`src/rtl/xbm_pkg.sv`:
```
package xbm_pkg;

   typedef enum logic [1:0] {
      ACC_HIT      = 2'd0,
      ACC_CLOSED   = 2'd1,
      ACC_CONFLICT = 2'd2
   } acc_class_e;

   typedef enum logic [2:0] {
      CMD_NOP = 3'd0,
      CMD_PRE = 3'd1,
      CMD_ACT = 3'd2,
      CMD_RD  = 3'd3,
      CMD_WR  = 3'd4
   } dram_cmd_e;

endpackage

```
`src/rtl/xbm_addr_map.sv`:
```
module xbm_addr_map #(
   parameter int ADDR_W  = 32,
   parameter int COL_W   = 11,
   parameter int BANK_W  = 5,
   parameter int TAG_LSB = 19,
   parameter bit PERMUTE = 1'b1,
   localparam int ROW_W  = ADDR_W - COL_W - BANK_W
) (
   input  logic [ADDR_W-1:0] addr,
   output logic [BANK_W-1:0] bank,
   output logic [ROW_W-1:0]  row,
   output logic [COL_W-1:0]  col
);
   logic [BANK_W-1:0] raw_bank;

   assign col      = addr[COL_W-1:0];
   assign raw_bank = addr[COL_W +: BANK_W];
   assign row      = addr[ADDR_W-1 -: ROW_W];

   generate
      if (PERMUTE) begin : g_xor
         assign bank = raw_bank ^ addr[TAG_LSB +: BANK_W];
      end else begin : g_plain
         assign bank = raw_bank;
      end
   endgenerate
endmodule

```
`src/rtl/xbm_row_table.sv`:
```
module xbm_row_table
   import xbm_pkg::*;
#(
   parameter int BANK_W = 5,
   parameter int ROW_W  = 16,
   localparam int NUM_BANKS = 1 << BANK_W
) (
   input  logic              clk,
   input  logic              rst_n,
   input  logic [BANK_W-1:0] lk_bank,
   input  logic [ROW_W-1:0]  lk_row,
   output acc_class_e        lk_class,
   input  logic              pre_en,
   input  logic              act_en,
   input  logic [BANK_W-1:0] up_bank,
   input  logic [ROW_W-1:0]  up_row
);
   logic [NUM_BANKS-1:0] open_vec;
   logic [ROW_W-1:0]     row_arr [NUM_BANKS];

   generate
      for (genvar g = 0; g < NUM_BANKS; g++) begin : g_bank
         logic             open_r;
         logic [ROW_W-1:0] row_r;
         logic             sel;

         assign sel = (up_bank == BANK_W'(g));

         always_ff @(posedge clk) begin
            if (!rst_n) begin
               open_r <= 1'b0;
               row_r  <= '0;
            end else if (sel && act_en) begin
               open_r <= 1'b1;
               row_r  <= up_row;
            end else if (sel && pre_en) begin
               open_r <= 1'b0;
            end
         end

         assign open_vec[g] = open_r;
         assign row_arr[g]  = row_r;
      end
   endgenerate

   always_comb begin
      if (!open_vec[lk_bank])
         lk_class = ACC_CLOSED;
      else if (row_arr[lk_bank] == lk_row)
         lk_class = ACC_HIT;
      else
         lk_class = ACC_CONFLICT;
   end
endmodule

```
`src/rtl/xbm_seq.sv`:
```
module xbm_seq
   import xbm_pkg::*;
#(
   parameter int HIT_CYC  = 4,
   parameter int MISS_CYC = 8,
   parameter int CONF_CYC = 14,
   localparam int CNT_W   = $clog2(CONF_CYC + 1)
) (
   input  logic       clk,
   input  logic       rst_n,
   input  logic       start,
   input  acc_class_e start_class,
   input  logic       start_write,
   output logic       busy,
   output logic       done,
   output dram_cmd_e  cmd
);
   logic             busy_q;
   logic [CNT_W-1:0] rem_q;
   acc_class_e       cls_q;
   logic             wr_q;
   logic [CNT_W-1:0] load_len;

   always_comb begin
      case (start_class)
         ACC_HIT:    load_len = CNT_W'(HIT_CYC);
         ACC_CLOSED: load_len = CNT_W'(MISS_CYC);
         default:    load_len = CNT_W'(CONF_CYC);
      endcase
   end

   always_ff @(posedge clk) begin
      if (!rst_n) begin
         busy_q <= 1'b0;
         rem_q  <= '0;
         cls_q  <= ACC_HIT;
         wr_q   <= 1'b0;
      end else if (start) begin
         busy_q <= 1'b1;
         rem_q  <= load_len;
         cls_q  <= start_class;
         wr_q   <= start_write;
      end else if (busy_q) begin
         if (rem_q == CNT_W'(1))
            busy_q <= 1'b0;
         rem_q <= rem_q - CNT_W'(1);
      end
   end

   assign busy = busy_q;
   assign done = busy_q && (rem_q == CNT_W'(1));

   always_comb begin
      cmd = CMD_NOP;
      if (busy_q) begin
         if (cls_q == ACC_CONFLICT && rem_q == CNT_W'(CONF_CYC))
            cmd = CMD_PRE;
         else if (cls_q != ACC_HIT && rem_q == CNT_W'(MISS_CYC))
            cmd = CMD_ACT;
         else if (rem_q == CNT_W'(HIT_CYC))
            cmd = wr_q ? CMD_WR : CMD_RD;
      end
   end
endmodule

```
`src/rtl/xor_bank_mapper.sv`:
```
module xor_bank_mapper
   import xbm_pkg::*;
#(
   parameter int ADDR_W   = 32,
   parameter int COL_W    = 11,
   parameter int BANK_W   = 5,
   parameter int TAG_LSB  = 19,
   parameter bit PERMUTE  = 1'b1,
   parameter int HIT_CYC  = 4,
   parameter int MISS_CYC = 8,
   parameter int CONF_CYC = 14,
   localparam int ROW_W   = ADDR_W - COL_W - BANK_W
) (
   input  logic              clk,
   input  logic              rst_n,
   input  logic              req_valid,
   output logic              req_ready,
   input  logic [ADDR_W-1:0] req_addr,
   input  logic              req_write,
   output logic [BANK_W-1:0] map_bank,
   output logic [ROW_W-1:0]  map_row,
   output logic [COL_W-1:0]  map_col,
   output logic [1:0]        acc_class,
   output logic [2:0]        cmd,
   output logic              done
);
   generate
      if (HIT_CYC < 2) begin : g_bad_hit
         $error("HIT_CYC must be at least 2");
      end
      if (MISS_CYC <= HIT_CYC || CONF_CYC <= MISS_CYC) begin : g_bad_order
         $error("latencies must rise strictly: HIT < MISS < CONF");
      end
      if (PERMUTE && TAG_LSB < COL_W + BANK_W) begin : g_bad_tag
         $error("tag bits for the XOR must lie above the bank field");
      end
      if (TAG_LSB + BANK_W > ADDR_W) begin : g_bad_width
         $error("tag bit group exceeds the address width");
      end
   endgenerate

   logic [BANK_W-1:0] in_bank;
   logic [ROW_W-1:0]  in_row;
   logic [COL_W-1:0]  in_col;
   acc_class_e        in_class;
   logic              start, busy, seq_done;
   dram_cmd_e         seq_cmd;

   logic [BANK_W-1:0] bank_q;
   logic [ROW_W-1:0]  row_q;
   logic [COL_W-1:0]  col_q;
   acc_class_e        cls_q;

   xbm_addr_map #(
      .ADDR_W(ADDR_W), .COL_W(COL_W), .BANK_W(BANK_W),
      .TAG_LSB(TAG_LSB), .PERMUTE(PERMUTE)
   ) u_map (
      .addr(req_addr), .bank(in_bank), .row(in_row), .col(in_col)
   );

   xbm_row_table #(.BANK_W(BANK_W), .ROW_W(ROW_W)) u_table (
      .clk(clk), .rst_n(rst_n),
      .lk_bank(in_bank), .lk_row(in_row), .lk_class(in_class),
      .pre_en(seq_cmd == CMD_PRE), .act_en(seq_cmd == CMD_ACT),
      .up_bank(bank_q), .up_row(row_q)
   );

   xbm_seq #(.HIT_CYC(HIT_CYC), .MISS_CYC(MISS_CYC), .CONF_CYC(CONF_CYC)) u_seq (
      .clk(clk), .rst_n(rst_n), .start(start), .start_class(in_class),
      .start_write(req_write), .busy(busy), .done(seq_done), .cmd(seq_cmd)
   );

   assign req_ready = !busy || seq_done;
   assign start     = req_valid && req_ready;

   always_ff @(posedge clk) begin
      if (!rst_n) begin
         bank_q <= '0;
         row_q  <= '0;
         col_q  <= '0;
         cls_q  <= ACC_HIT;
      end else if (start) begin
         bank_q <= in_bank;
         row_q  <= in_row;
         col_q  <= in_col;
         cls_q  <= in_class;
      end
   end

   assign map_bank  = bank_q;
   assign map_row   = row_q;
   assign map_col   = col_q;
   assign acc_class = cls_q;
   assign cmd       = seq_cmd;
   assign done      = seq_done;
endmodule

```
`config.mk`:
```
export PLATFORM = sky130hd
export DESIGN_NAME = xor_bank_mapper
export DESIGN_NICKNAME = d
export VERILOG_FILES = /design/src/rtl/xbm_pkg.sv /design/src/rtl/xbm_addr_map.sv /design/src/rtl/xbm_row_table.sv /design/src/rtl/xbm_seq.sv /design/src/rtl/xor_bank_mapper.sv
export SDC_FILE = /design/constraint.sdc
export NUM_CORES = 2
export LEC_CHECK = 0
export BUFFER_PORTS_ARGS = -buffer_cell sky130_fd_sc_hd__buf_4
export CAP_MARGIN = 30
export CORE_ASPECT_RATIO = 1.5
export CORE_MARGIN = 4
export CORE_UTILIZATION = 65
export CTS_BUF_LIST = sky130_fd_sc_hd__clkbuf_4 sky130_fd_sc_hd__clkbuf_8
export CTS_CLUSTER_SIZE = 30
export DETAILED_ROUTE_END_ITERATION = 10
export PLACE_DENSITY_LB_ADDON = 0.12
export SLEW_MARGIN = 20
export SYNTH_ARGS = -nofsm -noshare
export SYNTH_HDL_FRONTEND = slang
export SYNTH_SLANG_ARGS = --single-unit
```
`constraint.sdc`:
```
create_clock -name clk -period 8.5 [get_ports clk]
set_clock_uncertainty 0.1 [all_clocks]
set_input_delay 0.85 -clock clk [delete_from_list [all_inputs] [get_ports clk]]
set_output_delay 0.85 -clock clk [all_outputs]
set_load 0.005 [all_outputs]
```
## After elaboration in Yosys (flattened, before gate mapping)

Cells that the tools add are included.

- Memories kept: 0
- Bits in registers: 584
- Memory bits (read-only): 0
- Memory bits (writable): 0
- Bits in latches: 0

- Divide/modulo/power cells: 0
- Mux-type cells: 82
- $lt $le $gt $ge: 2
- $mul: 0
- Shift-type cells: 0
- Reduce and logical (&&, ||, !) cells: 106
- Add/subtract/negate cells: 1
- Bitwise operators: 2
- Eq/ne operators: 40

Operators with widths:

| cell | count |
|---|---|
| $bmux 16 s5 | 1 |
| $eq 5x5->1 const B | 16 |
| $logic_and 1x1->1 | 68 |
| $mux 1 | 68 |
| $reduce_bool 2->1 | 34 |
| $eq 5x4->1 const B | 8 |
| $mux 16 | 2 |
| $eq 5x3->1 const B | 4 |
| $eq 16x16->1 | 1 |
| $mux 3 | 5 |
| $eq 5x2->1 const B | 2 |
| $eq 4x4->1 const B | 2 |
| $mux 4 | 2 |
| $pmux 4 s2 | 1 |
| $ge 6x6->1 const B | 1 |
| $lt 5x6->1 const B | 1 |
| $not 5->6 | 1 |
| $bmux 1 s5 | 1 |
| $eq 5x1->1 const B | 1 |
| $logic_not 5->1 | 1 |
| $xor 5x5->5 | 1 |
| $eq 4x1->1 const B | 1 |
| $eq 4x3->1 const B | 1 |
| $mux 2 | 2 |
| other kinds (8) | 8 |

## Longest topological paths before layout

- Word-level depth: 11
- Depth in mapped cells: 14
- Gate-level depth less buffers: 9

## Hierarchy

From an unflattened synthesis, not the netlist that was laid out.

- Cells, all modules: 3086
- Area, all modules: 26993.4 µm²

Modules (own cells, without submodules):

| module | times used | sequential area each (µm²) | area each (µm²) | cells an instance |
|---|---|---|---|---|
| xbm_row_table | 1 | 10890.4 | 24816.3 | 2848 |
| xor_bank_mapper | 1 | 680.7 | 1428.9 | 152 |
| xbm_seq | 1 | 160.2 | 501.7 | 54 |
| xbm_addr_map | 1 | 0.0 | 246.5 | 32 |

## Worst setup path after synthesis

Ideal clock, no wire load.

- Path type: input -> register
- Start point: input port req_addr[20]
- End point: register u_seq.cls_q[1]
- Stages: 9
- Arrival: 3.493 ns
- Setup time: 0.144 ns
- Required time: 8.256 ns
- Setup slack: 4.763 ns
- Buffers on the path: 1
- Cell sequence: buf_2 -> xnor2_4 -> mux4_2 -> nand2_1 -> a21oi_1 -> or4_1 -> or3_4 -> a2111oi_4 -> a311oi_1

- Longest elaborated chain between the ends: 8
- Elaborated cells on any way between the ends: 10
- Those cells by class: eq/ne (1); mux (7); bitwise (2)

RTL lines:

| what | RTL line | source |
|---|---|---|
| start: declaration | xor_bank_mapper.sv:18 | `input logic [ADDR_W-1:0] req_addr,` |
| $xor 5x5->5 | xbm_addr_map.sv:22 | `assign bank = raw_bank ^ addr[TAG_LSB +: BANK_W];` |
| $not 5->6 (not written as such) | xbm_row_table.sv:49 | `else if (row_arr[lk_bank] == lk_row)` |
| $bmux 16 s5 | xbm_row_table.sv:49 |  |
| $mux 16 (not written as such) (2 in series) | xbm_row_table.sv:49 |  |
| $eq 16x16->1 | xbm_row_table.sv:49 |  |
| $mux 2 | xbm_row_table.sv:49 |  |
| $mux 2 * | xbm_row_table.sv:47 | `if (!open_vec[lk_bank])` |
| end signal: assignment | xbm_seq.sv:41 | `cls_q <= start_class;` |
| end: declaration | xbm_seq.sv:20 | `acc_class_e cls_q;` |

Mark *: on every way between the ends. The rest lies on a longest branch, timed or not. The select of a mux whose other input is x is not followed.
A chain may end at the register's enable or synchronous reset.

## Final worst setup path

Same ends and word-level chain as after synthesis.

==> results_dict.tcl <==
set metrics [dict create \
    outcome "complete, no violations" \
    fin_nets 3089 \
    cts_hold_buf 0 \
    timing.fmax_mhz 232.3 \
    pwr_density_cell_nw_per_um2 197.8 \
    die_y_um 250.8 \
    drtIter0Drc 2954 \
    rows 88 \
    synth_fa_ha_area_frac 0.001960 \
    crit_type "in -> reg" \
    antenna_found_initial 1 \
    routedWlPerCell_um 24.97 \
    period_share 0.5064 \
    final_layout_size_suffix_gt1_frac 0.1440 \
    drc 0 \
    place_area_um2 26240 \
    gp_congestion 0.9835 \
    start_util 0.6608 \
    tightestPinTransition_ns 1.114 \
    synth_seq_cells 584 \
    synth_flop_cell "dfxtp_1" \
    syn_nets 3118 \
    syn_to_final_growth_pct 10.28 \
    place_hpwl_um 55750 \
    path_clk_slew_ns 0.06 \
    seq_area_um2 11690 \
    dpl_worst_slack_ns 3.697 \
    timing.slew.headroom 0.2567 \
    ys_seq_area_frac 0.4578 \
    setup_viol 0 \
    hold_viol_final 0 \
    synth_top_family_by_area "simple AND/OR/NAND/NOR gates" \
    root_buffer "clkbuf_8" \
    maxCapViolations 0 \
    ant_nets 0 \
    track_usage 0.4116 \
    start_kind "primary input" \
    insertion_delay_ns 0.68 \
    boundaryPins 75 \
    synth_edf_count 0 \
    overflow 0 \
    core_um2 38650 \
    tritoncts "done" \
    wl_um 89930 \
    vias 23605 \
    nFillCells 2986 \
    power.leakage_nw 9.243 \
    cts_resized 0 \
    vias_per_cell 6.555 \
    fp.dieW_um 169.8 \
    clockBufferDepth 3 \
    crit_chain "buf_4 > xor2_4 > buf_4 > mux4_2 > a22o_1 > a221oi_1 > nand3_1 > xnor2_1 > nand3_1 > nor4_1 > a311oi_1" \
    cp_max_fo 52 \
    yosysWarnings 0 \
    path_buf_inv 2 \
    dieArea_um2 42590 \
    final_max_slew_viol_count 0 \
    async_flop_share 0 \
    grt_pass1_wl_um 133900 \
    grt_pass1_vias 22737 \
    grt_max_degree 207 \
    crit_required_ns 8.90 \
    cts_setup_buffers 0 \
    setup_slack_ns 4.196 \
    slowest_stage "buf_4" \
    ys_types 63 \
    fin_area_um2 28170 \
    synth_compound_area_frac 0.1536 \
    first_pass_iters 9 \
    numPortBuffers 74 \
    grt_setup_unrepaired "no" \
    synthesis.area_um2 25540 \
    synth-simple-area-share 0.2075 \
    endpoint_kind "flop" \
    crit_family "buffers and inverters" \
    cts_made_buffers 85 \
    fin_tns_setup_ns 0 \
    cts_sinks 584 \
    synthCells 3078 \
    multi_input_area_um2 12830 \
    hold_class "in -> reg" \
    cts-htree-levels 3 \
    max_stage_delay_ns 0.77 \
    max-vdd-ir-drop_mv 0.1966 \
    synthMuxAreaShare 0.1242 \
    avgSynthCellArea_um2 8.297 \
    period_needed_ns 4.304 \
    worst_ep_arrival_time_ns 4.70 \
    synth_xor_area_frac 0.008622 \
]
[per-stage QoR]
step	hold slack [ns]	cells	utilization	power, W
4_1_cts	0.3345	3585	0.7240	0.005551
6_report	0.3447	3601	0.7288	0.005572
5_1_grt	0.3372	3601	0.7288	0.005714
2_1_floorplan	0.3315	3078	-	0.003130
3_3_place_gp	0.3362	3431	0.6747	0.003280
3_5_place_dp	0.3433	3442	0.6790	0.003288
[synthesized netlist by cell type, types with 6 or more instances]
library cell	n	area, um^2
nand2_1	1187	4456
dfxtp_1	584	11690
a21oi_1	496	2482
clkbuf_1	210	788.3
mux4_2	117	2635
a21boi_0	90	675.7
nor2_1	72	270.3
o21ai_0	45	225.2
nand3_1	32	160.2
nor3_1	25	125.1
a22oi_1	21	157.7
mux2i_1	17	170.2
xnor2_1	15	131.4
mux4_1	14	367.9
buf_2	11	55.05
buf_6	11	123.9
clkbuf_2	10	50.05
buf_1	8	30.03
nand2b_1	8	50.05
nand4_1	8	50.05
nor2b_1	7	43.79
xor2_1	7	61.31
nor4_1	6	37.54
o211ai_1	6	45.04
[final timing paths]
| check | slack (ns) | startpoint | cells past startpoint | end |
|---|---|---|---|---|
| setup / recovery | 4.20 | req_addr[20] | 11 | u_seq.cls_q[1] |
| hold / removal | 0.34 | req_addr[7] | 3 | map_col[7] |
| setup reg to reg | 4.47 | u_seq.busy | 6 | u_table.g_bank[22].row_r[2] |
| hold reg to reg | 0.35 | u_table.g_bank[13].row_r[4] | 2 | u_table.g_bank[13].row_r[4] |
[report_power, final]
group / internal (W) / leakage [nW] / switching, W
sequential: 0.00275 / 4.71 / 0.0000219
combinational: 0.000144 / 3.60 / 0.000326
clock: 0.00125 / 0.936 / 0.00108
total: 0.00414 / 9.24 / 0.00143
[worst register-to-register path: cells and delay by family (launching register included)]
| kind | cells | cell delay [ns] |
|---|---|---|
| AOI/OAI and AO/OA | 1 | 0.19 |
| DFF | 1 | 0.66 |
| and+or+nand+nor | 5 | 3.00 |
[state kept, by name, indices dropped and copies added (netlist names), 2 cells and up]
signal and count:
u_table.g_bank.row_r 512, u_seq.rem_q 4, map_col 11, map_row 16, map_bank 5, u_seq.cls_q 2, u_table.g_bank.open_r 32
[cell usage in the layout, fill, tap and decap left out, types with 12 or more instances in the layout]
cell	Yosys	routed
nand2_1	1187	1187
dfxtp_1	584	584
a21oi_1	496	495
mux4_2	117	117
buf_4	5	115
clkbuf_8	0	109
a21boi_0	90	90
nor2_1	72	45
o21ai_0	45	45
nand3_1	32	32
nor2_2	0	27
nor3_1	25	25
clkbuf_4	0	24
a22oi_1	21	21
mux2i_1	17	17
mux4_1	14	14
buf_6	11	14
xnor2_1	15	12
[layer usage]
layer / track usage / part of all wire
met1: 0.4794 / 0.34
met2: 0.6436 / 0.46
met3: 0.1008 / 0.11
met4: 0.3282 / 0.093
met5: 0 / 0
[logic make-up (layout without fill, tap and decap cells)]
group | count (synthesis) | after routing
buffers and inverters | 265 | 292
xor gates and xnor gates | 23 | 23
and+or+nand+nor | 1359 | 1359
muxes | 148 | 148
adders and majority gates | 4 | 4
AOI/OAI and AO/OA | 695 | 695
DFF | 584 | 584
other | 0 | 1
[area by class of cell]
cell class,count,area share
clock buffers,132,0.05939
inverters,6,0.001066
flip-flops and latches,584,0.4151
well taps,495,0.02199
repair buffers,143,0.04433
multi-input cells,2229,0.4556
clock inverters,11,0.002443
diodes,1,0.00008885
Power figures use the tool's default switching activity.
